$ cat config.mk
export PLATFORM = sky130hd
export DESIGN_NAME = mgmt_frame_master
export DESIGN_NICKNAME = d
export VERILOG_FILES = /design/src/rtl/mgmt_pkg.sv /design/src/rtl/mgmt_half_timer.sv /design/src/rtl/mgmt_bit_encoder.sv /design/src/rtl/mgmt_rx_shift.sv /design/src/rtl/mgmt_frame_master.sv
export SDC_FILE = /design/constraint.sdc
export NUM_CORES = 1
export LEC_CHECK = 0
export ABC_AREA = 0
export BUFFER_PORTS_ARGS = -buffer_cell sky130_fd_sc_hd__buf_2
export CAP_MARGIN = 40
export CORE_MARGIN = 1
export CORE_UTILIZATION = 30
export DETAILED_ROUTE_END_ITERATION = 6
export SKIP_LAST_GASP = 1
export SYNTH_ARGS = -nofsm -noshare
export SYNTH_HDL_FRONTEND = slang
export SYNTH_HIERARCHICAL = 1
export SYNTH_SLANG_ARGS = --single-unit
$ cat constraint.sdc
create_clock -name clk -period 4.6 [get_ports clk]
set_clock_uncertainty 0.15 [all_clocks]
set_input_delay 1.38 -clock clk [delete_from_list [all_inputs] [get_ports clk]]
set_output_delay 1.38 -clock clk [all_outputs]
set_load 0.02 [all_outputs]
$ cat src/rtl/mgmt_pkg.sv
package mgmt_pkg;
    localparam int PRE_LEN  = 32;
    localparam int FLD_W    = 5;
    localparam int WORD_W   = 16;
    localparam int HDR_END  = PRE_LEN + 4 + 2 * FLD_W;
    localparam int RD_DATA0 = HDR_END + 1;
    localparam int WR_DATA0 = HDR_END + 2;
    localparam int RD_LAST  = RD_DATA0 + WORD_W;
    localparam int WR_LAST  = WR_DATA0 + WORD_W;
    localparam int FRAME_N  = WR_LAST + 1;
    localparam int IDX_W    = $clog2(FRAME_N);

    typedef struct packed {
        logic en;
        logic val;
        logic smp;
    } bit_drv_t;
endpackage

$ cat src/rtl/mgmt_half_timer.sv
module mgmt_half_timer #(
    parameter int DIV_W = 16
) (
    input  logic             clk,
    input  logic             rst_n,
    input  logic             restart,
    input  logic             run,
    input  logic [DIV_W-1:0] div,
    output logic             half_end
);
    logic [DIV_W-1:0] cnt_d, cnt_q;
    logic [DIV_W-1:0] lim;

    always_comb begin
        lim      = (div == '0) ? DIV_W'(1) : div;
        half_end = run && (cnt_q == lim - DIV_W'(1));
        if (restart || !run || half_end) begin
            cnt_d = '0;
        end else begin
            cnt_d = cnt_q + DIV_W'(1);
        end
    end

    always_ff @(posedge clk) begin
        if (!rst_n) cnt_q <= '0;
        else        cnt_q <= cnt_d;
    end
endmodule

$ cat src/rtl/mgmt_bit_encoder.sv
module mgmt_bit_encoder
    import mgmt_pkg::*;
(
    input  logic              wr,
    input  logic [FLD_W-1:0]  phy,
    input  logic [FLD_W-1:0]  regn,
    input  logic [WORD_W-1:0] wdata,
    input  logic [IDX_W-1:0]  idx,
    output bit_drv_t          drv
);
    // Forward vectors hold bit time 0 in their MSB.
    logic [WR_LAST:0] w_val_f, w_en_f, r_val_f, r_en_f, r_smp_f;
    logic [WR_LAST:0] w_val, w_en, r_val, r_en, r_smp;

    assign w_val_f = {{PRE_LEN{1'b1}}, 2'b01, 2'b01, phy, regn, 2'b00, wdata, 1'b0};
    assign w_en_f  = {{HDR_END{1'b1}}, 2'b00, {WORD_W{1'b1}}, 1'b0};
    assign r_val_f = {{PRE_LEN{1'b1}}, 2'b01, 2'b10, phy, regn, 1'b0, {WORD_W{1'b0}}, 2'b00};
    assign r_en_f  = {{HDR_END{1'b1}}, {(FRAME_N-HDR_END){1'b0}}};
    assign r_smp_f = {{RD_DATA0{1'b0}}, {WORD_W{1'b1}}, 2'b00};

    for (genvar b = 0; b <= WR_LAST; b++) begin : g_rev
        assign w_val[b] = w_val_f[WR_LAST-b];
        assign w_en[b]  = w_en_f[WR_LAST-b];
        assign r_val[b] = r_val_f[WR_LAST-b];
        assign r_en[b]  = r_en_f[WR_LAST-b];
        assign r_smp[b] = r_smp_f[WR_LAST-b];
    end

    always_comb begin
        if (wr) begin
            drv.en  = w_en[idx];
            drv.val = w_val[idx];
            drv.smp = 1'b0;
        end else begin
            drv.en  = r_en[idx];
            drv.val = r_val[idx];
            drv.smp = r_smp[idx];
        end
    end
endmodule

$ cat src/rtl/mgmt_rx_shift.sv
module mgmt_rx_shift #(
    parameter int W = 16
) (
    input  logic         clk,
    input  logic         rst_n,
    input  logic         shift_en,
    input  logic         bit_in,
    output logic [W-1:0] data
);
    logic [W-1:0] data_d, data_q;

    always_comb begin
        data_d = shift_en ? {data_q[W-2:0], bit_in} : data_q;
    end

    always_ff @(posedge clk) begin
        if (!rst_n) data_q <= '0;
        else        data_q <= data_d;
    end

    assign data = data_q;
endmodule

$ cat src/rtl/mgmt_frame_master.sv
module mgmt_frame_master
    import mgmt_pkg::*;
#(
    parameter int DIV_W = 16
) (
    input  logic              clk,
    input  logic              rst_n,
    input  logic              cmd_valid,
    input  logic              cmd_write,
    input  logic [FLD_W-1:0]  cmd_phy,
    input  logic [FLD_W-1:0]  cmd_reg,
    input  logic [WORD_W-1:0] cmd_wdata,
    input  logic [DIV_W-1:0]  half_div,
    input  logic              mdi,
    output logic              busy,
    output logic              done,
    output logic [WORD_W-1:0] rd_data,
    output logic              mdc,
    output logic              mdo,
    output logic              mdo_en
);
    typedef struct packed {
        logic              busy;
        logic              wr;
        logic [FLD_W-1:0]  phy;
        logic [FLD_W-1:0]  regn;
        logic [WORD_W-1:0] wdata;
        logic [DIV_W-1:0]  div;
        logic [IDX_W-1:0]  idx;
        logic              high;
        logic              done;
    } seq_t;

    seq_t             st_d, st_q;
    logic             accept;
    logic             half_end;
    logic             sample_en;
    logic [IDX_W-1:0] last_idx;
    bit_drv_t         drv;

    mgmt_half_timer #(.DIV_W(DIV_W)) u_timer (
        .clk      (clk),
        .rst_n    (rst_n),
        .restart  (accept),
        .run      (st_q.busy),
        .div      (st_q.div),
        .half_end (half_end)
    );

    mgmt_bit_encoder u_enc (
        .wr    (st_q.wr),
        .phy   (st_q.phy),
        .regn  (st_q.regn),
        .wdata (st_q.wdata),
        .idx   (st_q.idx),
        .drv   (drv)
    );

    mgmt_rx_shift #(.W(WORD_W)) u_rx (
        .clk      (clk),
        .rst_n    (rst_n),
        .shift_en (sample_en),
        .bit_in   (mdi),
        .data     (rd_data)
    );

    always_comb begin
        st_d      = st_q;
        st_d.done = 1'b0;
        accept    = cmd_valid && !st_q.busy;
        last_idx  = st_q.wr ? IDX_W'(WR_LAST) : IDX_W'(RD_LAST);
        sample_en = st_q.busy && st_q.high && half_end && drv.smp;

        if (accept) begin
            st_d.busy  = 1'b1;
            st_d.wr    = cmd_write;
            st_d.phy   = cmd_phy;
            st_d.regn  = cmd_reg;
            st_d.wdata = cmd_wdata;
            st_d.div   = half_div;
            st_d.idx   = '0;
            st_d.high  = 1'b0;
        end else if (st_q.busy && half_end) begin
            if (!st_q.high) begin
                st_d.high = 1'b1;
            end else if (st_q.idx == last_idx) begin
                st_d.busy = 1'b0;
                st_d.high = 1'b0;
                st_d.idx  = '0;
                st_d.done = 1'b1;
            end else begin
                st_d.idx  = st_q.idx + IDX_W'(1);
                st_d.high = 1'b0;
            end
        end
    end

    always_ff @(posedge clk) begin
        if (!rst_n) st_q <= '0;
        else        st_q <= st_d;
    end

    assign busy   = st_q.busy;
    assign done   = st_q.done;
    assign mdc    = st_q.busy && st_q.high;
    assign mdo_en = st_q.busy && drv.en;
    assign mdo    = st_q.busy && drv.en && drv.val;
endmodule

### Yosys cells after proc, flatten, opt, wreduce, memory -nomap -nowiden

Memories as Yosys holds them, arrays and structs flattened. A register that Yosys moved wholly into a read port is not among the register bits.
Index checks and enable logic that the tools add are counted.

| operators by class | value |
|---|---|
| multiplexer cells | 23 |
| $add $sub $neg | 3 |
| magnitude comparators | 1 |
| bitwise gates (word level) | 3 |
| reduce and logical (&&, ||, !) cells | 20 |
| eq/ne operators | 2 |

Operators by type and width:

| kind | count |
|---|---|
| $mux W7 | 7 |
| $add A16 B1 Y16 const B | 1 |
| $eq A16 B16 Y1 | 1 |
| $logic_not A16 Y1 | 1 |
| $mux W16 | 1 |
| $sub A16 B1 Y16 const B | 1 |
| $bmux W1 S7 | 2 |
| $mux W1 | 11 |
| $logic_and A1 B1 Y1 | 8 |
| $lt A7 B8 Y1 const B | 1 |
| $mux W8 | 1 |
| $add A7 B1 Y7 const B | 1 |
| $eq A7 B7 Y1 | 1 |
| $reduce_bool A2 Y1 | 3 |
| $reduce_or A2 Y1 | 2 |
| $reduce_or A4 Y1 | 1 |
| $mux W3 | 1 |
| $not A1 Y1 | 3 |
| $reduce_and A3 Y1 | 1 |
| $logic_or A1 B1 Y1 | 2 |
| $reduce_and A2 Y1 | 1 |
| $logic_not A1 Y1 | 1 |

| storage, ports and cells | value |
|---|---|
| ROM bits | 384 |
| word-level logic and storage cells | 66 |
| bits in registers | 85 |
| memories | 3 |
| output and inout bits | 21 |

Memory list:

| memory | words | bits a word | read ports | clocked after memory_dff | wr ports | RTL line | text |
|---|---|---|---|---|---|---|---|
| (name not given) | 128 | 1 | 1 | 1 | 0 | mgmt_bit_encoder.sv:35 | `drv.en = r_en[idx];` |
| (name not given) | 128 | 1 | 1 | 1 | 0 | mgmt_bit_encoder.sv:37 | `drv.smp = r_smp[idx];` |
| (name not given) | 128 | 1 | 1 | 1 | 0 | mgmt_bit_encoder.sv:31 | `drv.en = w_en[idx];` |

### Logic depth before layout (Yosys ltp)

| depth | value |
|---|---|
| depth after elaboration | 9 |
| mapped depth | 17 |
| mapped depth without buffers | 14 |

### Hierarchy

The synthesis kept the hierarchy.

By module, submodules not included:

| module | instances | cells an instance | area each (um2) |
|---|---|---|---|
| mgmt_frame_master | 1 | 240 | 2135.8 |
| mgmt_half_timer | 1 | 149 | 1209.9 |
| mgmt_rx_shift | 1 | 51 | 615.6 |
| mgmt_bit_encoder | 1 | 44 | 371.6 |

### Worst setup path before layout

Ideal clock, no wire load.

| timing path | value |
|---|---|
| path type | register -> register |
| start point | register st_q[18] in the netlist's numbering |
| end point | register u_rx.data_q[10], in the netlist u_rx/data[10] |
| buffers on the path | 3 |
| library setup time | 116 ps |
| arrival | 3450 ps |
| required time | 4334 ps |
| slack | 884 ps |
| stages on the path, launching flop included | 18 |
| cell sequence | dfxtp_1 -> nor4_1 -> and2_1 -> a31oi_1 -> ha_1 -> nor3b_1 -> nand4_1 -> xor2_1 -> mux2i_1 -> a31oi_1 -> nor3_1 -> and3_1 -> buf_6 -> and2_1 -> buf_6 -> buf_12 -> mux2i_1 -> nor2b_1 |

| on the way | value |
|---|---|
| cells in the longest elaborated chain, start to end | 7 |

RTL lines:

| element | RTL line | text |
|---|---|---|
| from (decl) | mgmt_frame_master.sv:34 | `seq_t st_d, st_q;` |
| from (signal assigned) | mgmt_frame_master.sv:100 | `else st_q <= st_d;` |
| $logic_not A16 Y1 | mgmt_half_timer.sv:15 | `lim = (div == '0) ? DIV_W'(1) : div;` |
| $mux W16 (*) | mgmt_half_timer.sv:15 |  |
| $sub A16 B1 Y16 (*) | mgmt_half_timer.sv:16 | `half_end = run && (cnt_q == lim - DIV_W'(1));` |
| $eq A16 B16 Y1 (*) | mgmt_half_timer.sv:16 |  |
| $logic_and A1 B1 Y1 (*) | mgmt_half_timer.sv:16 |  |
| via half_end | mgmt_frame_master.sv:36 | `logic half_end;` |
| $logic_and A1 B1 Y1 (*) (2 in series) | mgmt_frame_master.sv:72 | `sample_en = st_q.busy && st_q.high && half_end && drv.smp;` |
| via sample_en | mgmt_frame_master.sv:37 | `logic sample_en;` |
| to (signal assigned) | mgmt_rx_shift.sv:18 | `else data_q <= data_d;` |
| to (decl) | mgmt_rx_shift.sv:10 | `logic [W-1:0] data_d, data_q;` |

Mark *: on every way through the listed nets, which the timed path passes. The rest lies on a longest branch.
A chain may end at the register's enable or synchronous reset.

### Final worst setup path

| timing path | value |
|---|---|
| start point | register st_q[18] in the netlist's numbering |
| end point | register u_rx.data_q[5], in the netlist u_rx/data[5] |

Same word-level chain as after synthesis.

==> impl_metrics.json <==
{
  "status": "finished clean",
  "min_path_cells": 2,
  "die_w_um": 122,
  "reg2reg_slack_ns": 0.39,
  "max_freq_mhz": 237,
  "synth_edf_count": 0,
  "cell_internal_pwr_uw": 1270,
  "r2r_cells": 15,
  "use_met1_pct": 17.8,
  "cts.reportedPaths.clkPinSlew_ns": 0.07,
  "arrival_ns": 4.28,
  "p_per_area_mw_per_mm2": 341,
  "rr_endpoint": "u_rx/data[5]",
  "overflow": 0,
  "cp_top_family": "simple AND/OR/NAND/NOR gates",
  "synth_area_leaders": "dfxtp_1 39%, nand2_1 8.6%, mux2i_1 5.8%, a21oi_1 5.0%, xor2_1 4.4%",
  "met2_usage_pct": 20.1,
  "finalMaxSlewViolations": 0,
  "grt_start_max_net_pins": 46,
  "cts-root-buf": "clkbuf_16",
  "worstPathRequired_ns": 4.67,
  "route.detailed.drc": 0,
  "grt_pass1_vias": 3257,
  "switching_share_pct": 26.0,
  "netlist_instances": 484,
  "worstPathCellList": "nor4_1 -> and2_1 -> a31oi_1 -> ha_1 -> or3b_2 -> nor3_1 -> xnor2_1 -> nor3_1 -> nand4b_1 -> nor3_2 -> and3_1 -> and2_1 -> buf_4 -> mux2i_1 -> nor2b_1",
  "post_synth.cell_area_avg_um2": 8.95,
  "synthXorXnorAreaFrac_pct": 8.49,
  "synth_top_area_share_pct": 39.3,
  "power.switching_uw": 447,
  "post-route-period-util_pct": 91.6,
  "routed_wl_um": 9560,
  "timing.slew.headroom_pct": 43.8,
  "hpwl_um": 6950,
  "globalplace.congestion": 0.949,
  "cts_made_buffers": 9,
  "clkPwrFrac_pct": 43.3,
  "cts.sinks": 85,
  "synth_compound_area_share_pct": 11.3,
  "cts_max_level": 3,
  "start_util_pct": 31.0,
  "seqPwrFrac_pct": 45.3,
  "path_class": "reg -> reg",
  "hold_end": "st_q[40]",
  "async_flop_share_pct": 0,
  "grt_util_all_layers_pct": 13.1,
  "yosys.area_share.adder_pct": 1.16,
  "grt_pass1_wl_um": 15500,
  "syn-cell-area_mm2": 0.00433,
  "postCtsSetupRepairBufs": 0,
  "synth_top_family_by_area": "simple AND/OR/NAND/NOR gates",
  "leakagePower_uw": 0.00187,
  "diodes": 0,
  "ant_nets": 0,
  "layout.cells.non_filler": 729,
  "port_buffers": 67,
  "fin_nets": 595,
  "tightest_slew_ns": 0.840,
  "drt_pre_antenna_iters": 4,
  "cpPeakStageDelay_ns": 0.49,
  "combPwrFrac_pct": 11.3,
  "startpoint_type": "flop",
  "cp_max_fo": 16,
  "busiest_layer": "met2",
  "dieArea_mm2": 0.0149,
  "r2r-start": "st_q[18]",
  "antenna_found_initial": 0,
  "synth.ff_latch_count": 85,
  "rsz0062_at_grt": "no",
  "worstHoldPathType": "reg -> reg",
  "drtIter0Drc": 187,
  "die_h_um": 122,
  "synth.net_count": 535,
  "cpMaxStageDelayCell": "or3b_2",
  "coreArea_mm2": 0.0140,
  "fin_setup_tns_ns": 0,
  "cts_tree": "done",
  "dp_cells": 713,
  "yosys.area_share.simple_pct": 25.9,
  "via_count": 3475,
  "ir_drop_uv": 200,
  "ys_warn_count": 6,
  "yosysSeqAreaShare_pct": 39.3,
  "drive_above_1_share_pct": 22.0,
  "synthTopCellsByCount": "99 x nand2_1, 85 x dfxtp_1, 43 x a21oi_1",
  "netlist-cell-type-count": 64,
  "viasPerCell": 4.77,
  "muxShareOfSynthArea_pct": 7.68,
  "min_from": "st_q[40]",
  "fin_crit_ns": 4.21,
  "routedWlPerCell_um": 13.1,
  "timing.final.setup_violations": 0,
  "syn2layout_area_growth_pct": 16.4,
  "maxCapViolCount": 0,
  "yosys.cell_count.top_type": "nand2_1",
  "synth_top_area_cell": "dfxtp_1",
  "clk_latency_ns": 0.34,
  "clockBufferDepth": 2,
  "use_met3_pct": 3.28,
  "fp-row-count": 43,
  "cp-end-kind": "flop",
  "io_pins": 68,
  "crit_buf_inv": 1,
  "final_hold_viol_count": 0,
  "synth_top_flop_cell": "dfxtp_1"
}
-- cell usage in the layout (no fill, tap or decap), types with 3 or more instances in the layout --
master and count:
nand3b_1 3, o21ai_0 4, a31oi_1 4, nand2_1 99
dfxtp_1 85, xor2_1 22, a21oi_2 7, ha_1 4
inv_6 3, nor3b_1 3, xnor2_1 20, buf_2 67
and2_1 4, nor3_1 6, buf_4 5, nand3_1 11
nand2b_1 3, mux2i_1 25, inv_1 7, nor2_1 29
a21oi_1 43, clkbuf_16 9, nor4_1 4, nor2b_1 20
and3_1 3, nand4_1 10, a211oi_1 3
-- layout make-up --
type | instances | area [um2]
repair buffers | 73 | 400
clock buffers | 9 | 225
multi-input cells | 366 | 2360
clock inverters | 7 | 81.3
well taps | 180 | 225
fillers | 1450 | 8940
inverters | 9 | 46.3
flip-flops and latches | 85 | 1700
-- worst min-delay path, stage by stage, from the launching register on --
cell and delay (ns):
dfxtp_1 0.31, nand2_1 0.05, a21oi_1 0.05
-- routing by layer --
| metal | up-vias | part of all wire (%) |
|---|---|---|
| li1 | 1782 | - |
| met1 | 1586 | 50 |
| met2 | 94 | 44 |
| met3 | 13 | 4.6 |
| met4 | 0 | 1.7 |
| met5 | - | 0 |
-- timing repair --
action                                  in CTS  in global routing
hold endpoints to repair                     0                  0
hold buffers                                 0                  0
gates resized for setup                      0                  1
endpoints found under the setup margin       0                 16
-- metrics by stage --
| stage | worst slack (ns) | hold slack (ns) | utilization (%) | total power, uW | area [um2] |
|---|---|---|---|---|---|
| after CTS | 0.309 | 0.306 | 36.0 | 1740 | 5040 |
| after global placement | 0.516 | 0.291 | 33.6 | 982 | 4710 |
| final | 0.388 | 0.305 | 36.1 | 1720 | 5040 |
| after floorplan | 0.884 | 0.282 | - | 943 | 4330 |
| after global routing | 0.00261 | 0.318 | 36.1 | 1790 | 5040 |
| after detailed placement | 0.321 | 0.296 | 33.8 | 990 | 4730 |
-- worst max-delay path by stage --
stage                        start            end  slack [ns]  cells after the start
after CTS                 st_q[18]   u_rx/data[5]        0.31                     15
after floorplan           st_q[18]  u_rx/data[10]        0.88                     17
after global placement    st_q[18]   u_rx/data[8]        0.52                     15
final                     st_q[18]   u_rx/data[5]        0.39                     15
after global routing      st_q[18]   u_rx/data[5]       0.003                     15
after detailed placement  st_q[18]   u_rx/data[5]        0.32                     15
-- state kept, by name (all words and copies together) (netlist names) --
register,count
st_q,51
done,1
u_rx/data,16
busy,1
u_timer/cnt_q,16
-- power by group through the flow --
stage / logic, uW / registers, uW / clock network [uW]
after CTS: 194 / 780 / 766
after global placement: 187 / 795 / 0
final: 195 / 780 / 745
after global routing: 214 / 782 / 796
after detailed placement: 193 / 797 / 0
after floorplan: 153 / 790 / 0
-- kinds of logic (layout without fill, tap and decap cells) --
logic type                 count (synthesis)  after routing
adders and majority gates                  4              4
buffers and inverters                     33             98
AOI/OAI and AO/OA                         73             73
and+or+nand+nor                          218            218
DFF                                       85             85
xor gates and xnor gates                  42             42
muxes                                     29             29
Note: power is estimated with default switching activity, not from simulation.
